## src/rtl/iox_pkg.sv

```systemverilog
package iox_pkg;

    localparam int SEG_SHIFT    = 28;
    localparam int TBL_PG_LOG   = 12;
    localparam int ENT_LOG      = 3;
    localparam int ENT_PER_PG_L = TBL_PG_LOG - ENT_LOG;
    localparam int PIDX_W       = SEG_SHIFT - TBL_PG_LOG;

    // segment entry field positions
    localparam int SE_VALID  = 63;
    localparam int SE_SZ_HI  = 11;
    localparam int SE_SZ_LO  = 5;

    // page entry field positions
    localparam int PE_WR = 63;
    localparam int PE_RD = 62;

    typedef enum logic [1:0] {
        FLT_NONE = 2'd0,
        FLT_SEG  = 2'd1,
        FLT_PAGE = 2'd2
    } iox_fault_e;

    typedef enum logic [2:0] {
        ST_IDLE,
        ST_SEG_RD,
        ST_SEG_CHK,
        ST_PTE_RD,
        ST_PTE_CHK,
        ST_RESP
    } iox_state_e;

endpackage

```

## src/rtl/iox_seg_decode.sv

```systemverilog
module iox_seg_decode
    import iox_pkg::*;
#(
    parameter int IOA_W = 32,
    parameter int PA_W  = 42
) (
    input  logic [63:0]      seg_ent,
    input  logic [IOA_W-1:0] io_addr,
    output logic             seg_ok,
    output logic [4:0]       pg_shift,
    output logic [PA_W-1:0]  pte_addr
);

    localparam int SZ_W = SE_SZ_HI - SE_SZ_LO + 1;

    logic [PIDX_W-1:0] pg_idx;
    logic [SZ_W-1:0]   tbl_pages_m1;
    logic              code_ok;
    logic              bound_ok;
    logic [PA_W-1:0]   tbl_base;

    always_comb begin
        // odd codes 1,3,5,7 map to shifts 12,16,20,24
        pg_shift     = 5'd12 + {1'b0, seg_ent[2:1], 2'b00};
        code_ok      = seg_ent[0];
        pg_idx       = PIDX_W'(io_addr[SEG_SHIFT-1:0] >> pg_shift);
        tbl_pages_m1 = seg_ent[SE_SZ_HI:SE_SZ_LO];
        bound_ok     = pg_idx[PIDX_W-1:ENT_PER_PG_L] <= tbl_pages_m1;
        seg_ok       = seg_ent[SE_VALID] && code_ok && bound_ok;
        tbl_base     = {seg_ent[PA_W-1:TBL_PG_LOG], {TBL_PG_LOG{1'b0}}};
        pte_addr     = tbl_base + (PA_W'(pg_idx) << ENT_LOG);
    end

    logic unused_bits;
    assign unused_bits = ^{seg_ent[62:PA_W], seg_ent[4:3], io_addr[IOA_W-1:SEG_SHIFT]};

endmodule

```

## src/rtl/iox_page_check.sv

```systemverilog
module iox_page_check
    import iox_pkg::*;
#(
    parameter int IOA_W = 32,
    parameter int PA_W  = 42
) (
    input  logic [63:0]      pg_ent,
    input  logic             is_write,
    input  logic [IOA_W-1:0] io_addr,
    input  logic [4:0]       pg_shift,
    output logic             perm_ok,
    output logic [PA_W-1:0]  phys_addr
);

    logic [PA_W-1:0] low_mask;
    logic [PA_W-1:0] frame;

    always_comb begin
        low_mask  = (PA_W'(1) << pg_shift) - PA_W'(1);
        frame     = {pg_ent[PA_W-1:TBL_PG_LOG], {TBL_PG_LOG{1'b0}}};
        phys_addr = (frame & ~low_mask) | (PA_W'(io_addr) & low_mask);
        perm_ok   = is_write ? pg_ent[PE_WR] : pg_ent[PE_RD];
    end

    logic unused_bits;
    assign unused_bits = ^{pg_ent[61:PA_W], pg_ent[TBL_PG_LOG-1:0]};

endmodule

```

## src/rtl/io_xlate_walker.sv

```systemverilog
module io_xlate_walker
    import iox_pkg::*;
#(
    parameter int IOA_W = 32,
    parameter int PA_W  = 42,
    parameter int ID_W  = 11
) (
    input  logic               clk,
    input  logic               rst_n,
    input  logic               cfg_xlate_on,
    input  logic               origin_on,
    input  logic [PA_W-13:0]   origin_base_pn,
    input  logic               req_valid,
    output logic               req_ready,
    input  logic [IOA_W-1:0]   req_addr,
    input  logic               req_write,
    input  logic [ID_W-1:0]    req_id,
    output logic               mem_rd_valid,
    output logic [PA_W-1:0]    mem_rd_addr,
    input  logic               mem_rd_done,
    input  logic [63:0]        mem_rd_data,
    output logic               rsp_valid,
    output logic [PA_W-1:0]    rsp_pa,
    output logic [1:0]         rsp_fault,
    output logic [ID_W-1:0]    rsp_id
);

    localparam int SEG_W = IOA_W - SEG_SHIFT;

    iox_state_e       state, nxt_state;
    logic [IOA_W-1:0] r_addr;
    logic             r_write;
    logic [ID_W-1:0]  r_id;
    logic [63:0]      r_seg;
    logic [63:0]      r_pte;
    logic [PA_W-1:0]  r_pa;
    iox_fault_e       r_fault;

    logic             bypass;
    logic             seg_ok;
    logic [4:0]       pg_shift;
    logic [PA_W-1:0]  pte_addr;
    logic [PA_W-1:0]  seg_addr;
    logic             perm_ok;
    logic [PA_W-1:0]  xl_pa;

    assign bypass   = !cfg_xlate_on || !origin_on;
    assign seg_addr = {origin_base_pn, {TBL_PG_LOG{1'b0}}}
                    + (PA_W'(r_addr[IOA_W-1:IOA_W-SEG_W]) << ENT_LOG);

    iox_seg_decode #(.IOA_W(IOA_W), .PA_W(PA_W)) u_seg (
        .seg_ent  (r_seg),
        .io_addr  (r_addr),
        .seg_ok   (seg_ok),
        .pg_shift (pg_shift),
        .pte_addr (pte_addr)
    );

    iox_page_check #(.IOA_W(IOA_W), .PA_W(PA_W)) u_pg (
        .pg_ent    (r_pte),
        .is_write  (r_write),
        .io_addr   (r_addr),
        .pg_shift  (pg_shift),
        .perm_ok   (perm_ok),
        .phys_addr (xl_pa)
    );

    // state register
    always_ff @(posedge clk or negedge rst_n) begin
        if (!rst_n) state <= ST_IDLE;
        else        state <= nxt_state;
    end

    // next-state logic
    always_comb begin
        nxt_state = state;
        unique case (state)
            ST_IDLE:    if (req_valid) nxt_state = bypass ? ST_RESP : ST_SEG_RD;
            ST_SEG_RD:  if (mem_rd_done) nxt_state = ST_SEG_CHK;
            ST_SEG_CHK: nxt_state = seg_ok ? ST_PTE_RD : ST_RESP;
            ST_PTE_RD:  if (mem_rd_done) nxt_state = ST_PTE_CHK;
            ST_PTE_CHK: nxt_state = ST_RESP;
            ST_RESP:    nxt_state = ST_IDLE;
            default:    nxt_state = ST_IDLE;
        endcase
    end

    // walk datapath
    always_ff @(posedge clk or negedge rst_n) begin
        if (!rst_n) begin
            r_addr  <= '0;
            r_write <= 1'b0;
            r_id    <= '0;
            r_seg   <= '0;
            r_pte   <= '0;
            r_pa    <= '0;
            r_fault <= FLT_NONE;
        end else begin
            unique case (state)
                ST_IDLE: if (req_valid) begin
                    r_addr  <= req_addr;
                    r_write <= req_write;
                    r_id    <= req_id;
                    r_pa    <= PA_W'(req_addr);
                    r_fault <= FLT_NONE;
                end
                ST_SEG_RD: if (mem_rd_done) r_seg <= mem_rd_data;
                ST_SEG_CHK: if (!seg_ok) begin
                    r_pa    <= '0;
                    r_fault <= FLT_SEG;
                end
                ST_PTE_RD: if (mem_rd_done) r_pte <= mem_rd_data;
                ST_PTE_CHK: begin
                    r_pa    <= perm_ok ? xl_pa : '0;
                    r_fault <= perm_ok ? FLT_NONE : FLT_PAGE;
                end
                default: ;
            endcase
        end
    end

    // outputs
    always_comb begin
        req_ready    = 1'b0;
        mem_rd_valid = 1'b0;
        mem_rd_addr  = seg_addr;
        rsp_valid    = 1'b0;
        unique case (state)
            ST_IDLE:   req_ready = 1'b1;
            ST_SEG_RD: mem_rd_valid = 1'b1;
            ST_PTE_RD: begin
                mem_rd_valid = 1'b1;
                mem_rd_addr  = pte_addr;
            end
            ST_RESP:   rsp_valid = 1'b1;
            default: ;
        endcase
        rsp_pa    = r_pa;
        rsp_fault = r_fault;
        rsp_id    = r_id;
    end

endmodule

```

## config.mk

```make
export PLATFORM = sky130hd
export DESIGN_NAME = io_xlate_walker
export DESIGN_NICKNAME = d
export VERILOG_FILES = /design/src/rtl/iox_pkg.sv /design/src/rtl/iox_seg_decode.sv /design/src/rtl/iox_page_check.sv /design/src/rtl/io_xlate_walker.sv
export SDC_FILE = /design/constraint.sdc
export NUM_CORES = 1
export LEC_CHECK = 0
export BUFFER_PORTS_ARGS = -buffer_cell sky130_fd_sc_hd__buf_2
export CAP_MARGIN = 20
export CORE_MARGIN = 2
export CORE_UTILIZATION = 25
export DETAILED_ROUTE_END_ITERATION = 10
export PLACE_DENSITY = 0.55
export SLEW_MARGIN = 0
export SYNTH_ARGS = -nofsm -noshare
export SYNTH_HDL_FRONTEND = slang
export SYNTH_SLANG_ARGS = --single-unit
```

## constraint.sdc

```tcl
create_clock -name clk -period 10.3 [get_ports clk]
set_clock_uncertainty 0.2 [all_clocks]
set_input_delay 1.03 -clock clk [delete_from_list [all_inputs] [get_ports clk]]
set_output_delay 1.03 -clock clk [all_outputs]
set_load 0.01 [all_outputs]
```

== After elaboration in Yosys (flattened, before gate mapping) ==
Index checks and enable logic that the tools add are counted.
W data, S select, Z words.

* Bits in registers: 219
* Input port bits: 144
* Output and inout bits: 100
* Word-level logic and storage cells: 60

* Add/sub/neg operators: 4
* Magnitude comparators: 1
* Eq/ne operators: 9
* Shift-type cells: 2
* Muxes and demuxes: 19
* Bitwise operators: 4
* Reduce and logical (&&, ||, !) cells: 13

{| class="wikitable"
|+ Operators by type and width
! cell !! count
|-
| $mux W42 || 4
|-
| $pmux W42 S3 || 1
|-
| $add A42 B19 Y42 || 1
|-
| $add A42 B7 Y42 || 1
|-
| $and A32 B42 Y42 || 1
|-
| $and A42 B42 Y42 || 1
|-
| $not A42 Y42 || 1
|-
| $or A42 B42 Y42 || 1
|-
| $shl A1 B5 Y42 const A || 1
|-
| $sub A42 B2 Y42 const B || 1
|-
| $shr A28 B5 Y16 || 1
|-
| $mux W3 || 5
|-
| $pmux W3 S5 || 1
|-
| $ne A2 B2 Y1 const B || 4
|-
| $le A7 B7 Y1 || 1
|-
| $eq A3 B2 Y1 const B || 2
|-
| $eq A3 B3 Y1 const B || 2
|-
| $mux W2 || 3
|-
| $pmux W2 S3 || 1
|-
| $reduce_and A2 Y1 || 3
|-
| $reduce_and A3 Y1 || 2
|-
| $add A4 B4 Y5 const A || 1
|-
| $mux W1 || 4
|-
| $eq A3 B1 Y1 const B || 1
|-
| 6 further kinds || 8
|}

== Depth between registers and ports, before layout ==
* Word-level depth: 8
* Mapped depth: 13
* Depth with buffers taken out: 10

== Hierarchy ==
From an unflattened synthesis, not the netlist that was laid out.

* Cells, all modules: 1007
* Area total of the unflattened synthesis: 11873.9 µm²

{| class="wikitable"
|+ By module, submodules not included
! module !! times used !! cells each !! area an instance (µm²) !! sequential area each (µm²)
|-
| io_xlate_walker || 1 || 654 || 9500.4 || 5480.3
|-
| iox_seg_decode || 1 || 201 || 1398.8 || 0.0
|-
| iox_page_check || 1 || 152 || 974.7 || 0.0
|}

== Worst setup path before layout ==
OpenSTA, ideal clock, no wires.

* Kind: register to output
* From: register r_seg[2]
* To: output mem_rd_addr[32]
* Arrival: 2.954 ns
* Data required time: 9.070 ns
* Setup slack: 6.116 ns
* Stages on the path, launching flop included: 14
* Buffers on the path: 4
* Path through: dfrtp_1 buf_6 buf_2 buf_1 or2_2 inv_1 ha_1 ha_1 a21oi_1 o211ai_1 a31oi_2 buf_2 o21ai_0 a31oi_1

* Longest elaborated chain between the ends: 4

{| class="wikitable"
|+ Ends and longest elaborated chain
! item !! RTL line !! RTL
|-
| from (decl) || io_xlate_walker.sv:34 || <nowiki>logic [63:0] r_seg;</nowiki>
|-
| from (signal assigned) || io_xlate_walker.sv:107 || <nowiki>ST_SEG_RD: if (mem_rd_done) r_seg <= mem_rd_data;</nowiki>
|-
| $add A4 B4 Y5 || iox_seg_decode.sv:24 || <nowiki>pg_shift = 5'd12 + {1'b0, seg_ent[2:1], 2'b00};</nowiki>
|-
| $shr A28 B5 Y16 || iox_seg_decode.sv:26 || <nowiki>pg_idx = PIDX_W'(io_addr[SEG_SHIFT-1:0] >> pg_shift);</nowiki>
|-
| $add A42 B19 Y42 || iox_seg_decode.sv:31 || <nowiki>pte_addr = tbl_base + (PA_W'(pg_idx) << ENT_LOG);</nowiki>
|-
| $mux W42 || io_xlate_walker.sv:128 || <nowiki>unique case (state)</nowiki>
|-
| to (decl) || io_xlate_walker.sv:19 || <nowiki>output logic [PA_W-1:0] mem_rd_addr,</nowiki>
|}

Every way passes these cells.

== Worst setup path in the final report ==
* From: register r_seg[1]
* To: output mem_rd_addr[26]

Same word-level chain as after synthesis.

==> impl_results.md <==
* CP required at 9070 ps
* Worst hold path cell count at 2
* Mapped Cells at 776
* Final TNS setup at 0 ps
* Relative slew margins at 25.8%
* Crit Path Max Fanout at 24
* CTS Root Cell: clkbuf_16
* TritonCTS sink count at 164
* CP bufs+invs at 2
* Cell Chain, Critical Path: mux2i_1 -> or2_2 -> inv_1 -> ha_1 -> ha_1 -> a21oi_1 -> o211ai_1 -> a31oi_2 -> mux2i_1 -> a211o_1 -> buf_2
* Post-CTS setup buffers at 0
* Die width at 189 um
* P per Cell Area at 328 nW/um^2
* Synth warn at 0
* Dpl hpwl at 19,100 um
* GP Congestion at 0.828
* First-pass GRT wire length at 39,900 um
* RSZ-0062 raised after global routing: false
* Die Y at 189 um
* Longest Clk Path Bufs at 2
* Total CTS buffers at 17
* Area Overhead vs Synth at 25.3%
* Clock-pin slew on the worst setup and hold paths at 70 ps
* Initial Util at 25.4%
* Worst hold path class: reg2reg
* Period minus WS final at 5280 ps
* Initial antenna violation count at 8
* Crit path DAT at 4050 ps
* Final Non-Filler Cells at 1,438
* Ports at 244
* Main synth FF type: dfrtp_1
* Count of final setup violators at 0
* WS Path Type: reg2out
* Post-Synthesis Cell Area at 8520 um^2
* Worst reg-to-reg path cell count at 9
* Hold path start: r_pte[35]
* Delay of the slowest cell on the worst path at 930 ps
* Fin. Hold Viols at 0
* Resize count post-CTS at 0
* Remaining global-route overflow at 0
* H-tree levels at 4
* RR Startpoint: r_seg[1]
* Clock latency on the worst-skew pair at 430 ps
* Initial DRT Pass Iterations at 4
* Slew Viols, Final at 0
* Status: finished clean
* Fmax at 0.189 GHz
* R2r endpoint: rsp_pa[17]
* Crit path max-delay family: compound AO/OA/AOI/OAI gates
* Via/cell ratio at 4.61
* Asr flop ratio synth at 100%
* Tot GR Track Use at 14.8%
* CTS tree: done
* PortBufs at 218
* Leak pwr at 0.00487 uW
* Final period utilization at 51.3%
* Flop and latch count out of synthesis at 164
* Worst Setup End Kind: output pin
* NumNets Final at 1,129
* Largest net degree at the start of global routing at 103
* Detailed-route DRC error count at 0
* Post-synthesis sequential area ratio at 48.1%
* Core area at 33,500 um^2
* Die area at 35,600 um^2
* DR vias at 6,633
* Worst slew pin tran at 1110 ps
* Avg Cell Area, Syn at 11.0 um^2
* Reg2Reg Setup Slack at 6020 ps
* Design Power at 3500 uW
* Placed Cells at 1,404
* Routed WL at 25,900 um
* Initial DRC count at 259
* CP startpoint kind: flip-flop
* Cell row count at 67
* Worst hold endpoint: rsp_pa[35]
* Most frequent cells in the layout: buf_2, dfrtp_1, mux2_2, nand2_1, o21ai_0
* Vias in the first global route at 6,652
* Hold slack at 275 ps
* ANT nets after route at 0
* Max Cap Viol at 0
* Peak supply drop at 102 uV
* Commonest non-fill, non-tap cell in the layout: buf_2
* Hold buffer count at CTS at 0
* EDFF count, synth at 0
* Share of layout cells above drive strength 1 at 42.8%
* WL/cell at 18.0 um
* Netlist cell types at 57
* Crit-path slowest cell: dfrtp_1
worst register-to-register path: cells and delay by family (launching register included):
| kind | cells | cell delay [ps] |
|---|---|---|
| flops | 1 | 930 |
| simple gates | 2 | 470 |
| compound gates | 3 | 1250 |
| mux | 2 | 600 |
| buf+inv | 1 | 520 |
| fa+ha+maj | 1 | 210 |
through the flow:
stage	area [um^2]	worst slack (ps)	utilization (%)
after CTS	10700	4820	31.8
after global placement	10000	5370	29.9
after detailed placement	10000	5290	29.9
after floorplan	8540	6120	-
final	10700	5020	31.9
after global routing	10700	4670	31.9
synthesized netlist by cell type, types with 4 or more instances:
cell | instances | area (um^2)
o21ai_0 | 61 | 305
o211ai_1 | 5 | 37.5
a211oi_1 | 7 | 52.6
a31oi_1 | 8 | 50.1
xnor2_1 | 16 | 140
buf_6 | 6 | 67.6
and2_1 | 5 | 31.3
a32o_1 | 7 | 70.1
nand2_1 | 96 | 360
nand3_1 | 15 | 75.1
or2_2 | 4 | 25.0
a22o_1 | 16 | 140
nor3_1 | 7 | 35.0
buf_2 | 4 | 20.0
nor2b_1 | 5 | 31.3
nor2_1 | 25 | 93.8
dfrtp_1 | 164 | 4100
or3_1 | 8 | 50.1
clkbuf_1 | 21 | 78.8
a21oi_1 | 11 | 55.1
xor2_1 | 7 | 61.3
nand4_1 | 5 | 31.3
and3_1 | 7 | 43.8
buf_1 | 16 | 60.1
mux2_2 | 146 | 1640
ha_1 | 8 | 100
mux2i_1 | 27 | 270
inv_1 | 26 | 97.6
where the power goes:
part / switching [uW] / internal [uW]
logic: 828 / 732
clock network: 289 / 410
registers: 273 / 967
total: 1390 / 2110
sequential cells by signal, indices dropped and copies added (netlist names):
name       cells
rsp_fault      2
r_addr        32
r_write        1
rsp_pa        42
state          3
r_seg         41
rsp_id        11
r_pte         32
area by class of cell:
| type | instances | area (um^2) |
|---|---|---|
| Antenna cell | 1 | 2.50 |
| Clock buffer | 18 | 429 |
| Clock inverter | 13 | 199 |
| Fill cell | 3489 | 22900 |
| Inverter | 26 | 97.6 |
| Multi-Input combinational cell | 539 | 4100 |
| Sequential cell | 164 | 4100 |
| Tap cell | 448 | 561 |
| Timing Repair Buffer | 229 | 1190 |
how the worst max path moves through the flow:
stage	from	to	cells past startpoint
global route	r_seg[1]	mem_rd_addr[34]	11
CTS	r_seg[1]	mem_rd_addr[19]	10
floorplan	r_seg[2]	mem_rd_addr[32]	13
finish	r_seg[1]	mem_rd_addr[26]	11
global placement	r_seg[1]	mem_rd_addr[19]	10
detailed placement	r_seg[1]	mem_rd_addr[19]	10
layer usage:
layer | up-vias | share of wire, % | GRT usage, %
met3 | 50 | 6.2 | 4.51
met4 | 14 | 2.5 | 5.20
li1 | 3158 | - | -
met2 | 190 | 44 | 22.6
met1 | 3221 | 47 | 19.8
met5 | - | 0.32 | 0
cell families after synthesis:
group | count (synthesis) | share of synthesized area (%)
muxes | 173 | 22.5
buffers and inverters | 76 | 4.07
AOI/OAI and AO/OA | 140 | 11.1
and+or+nand+nor | 188 | 10.3
xor gates and xnor gates | 23 | 2.36
adders and majority gates | 10 | 1.41
DFF | 164 | 48.1
other | 2 | 0.0881
(Power assumes the default switching activity.)
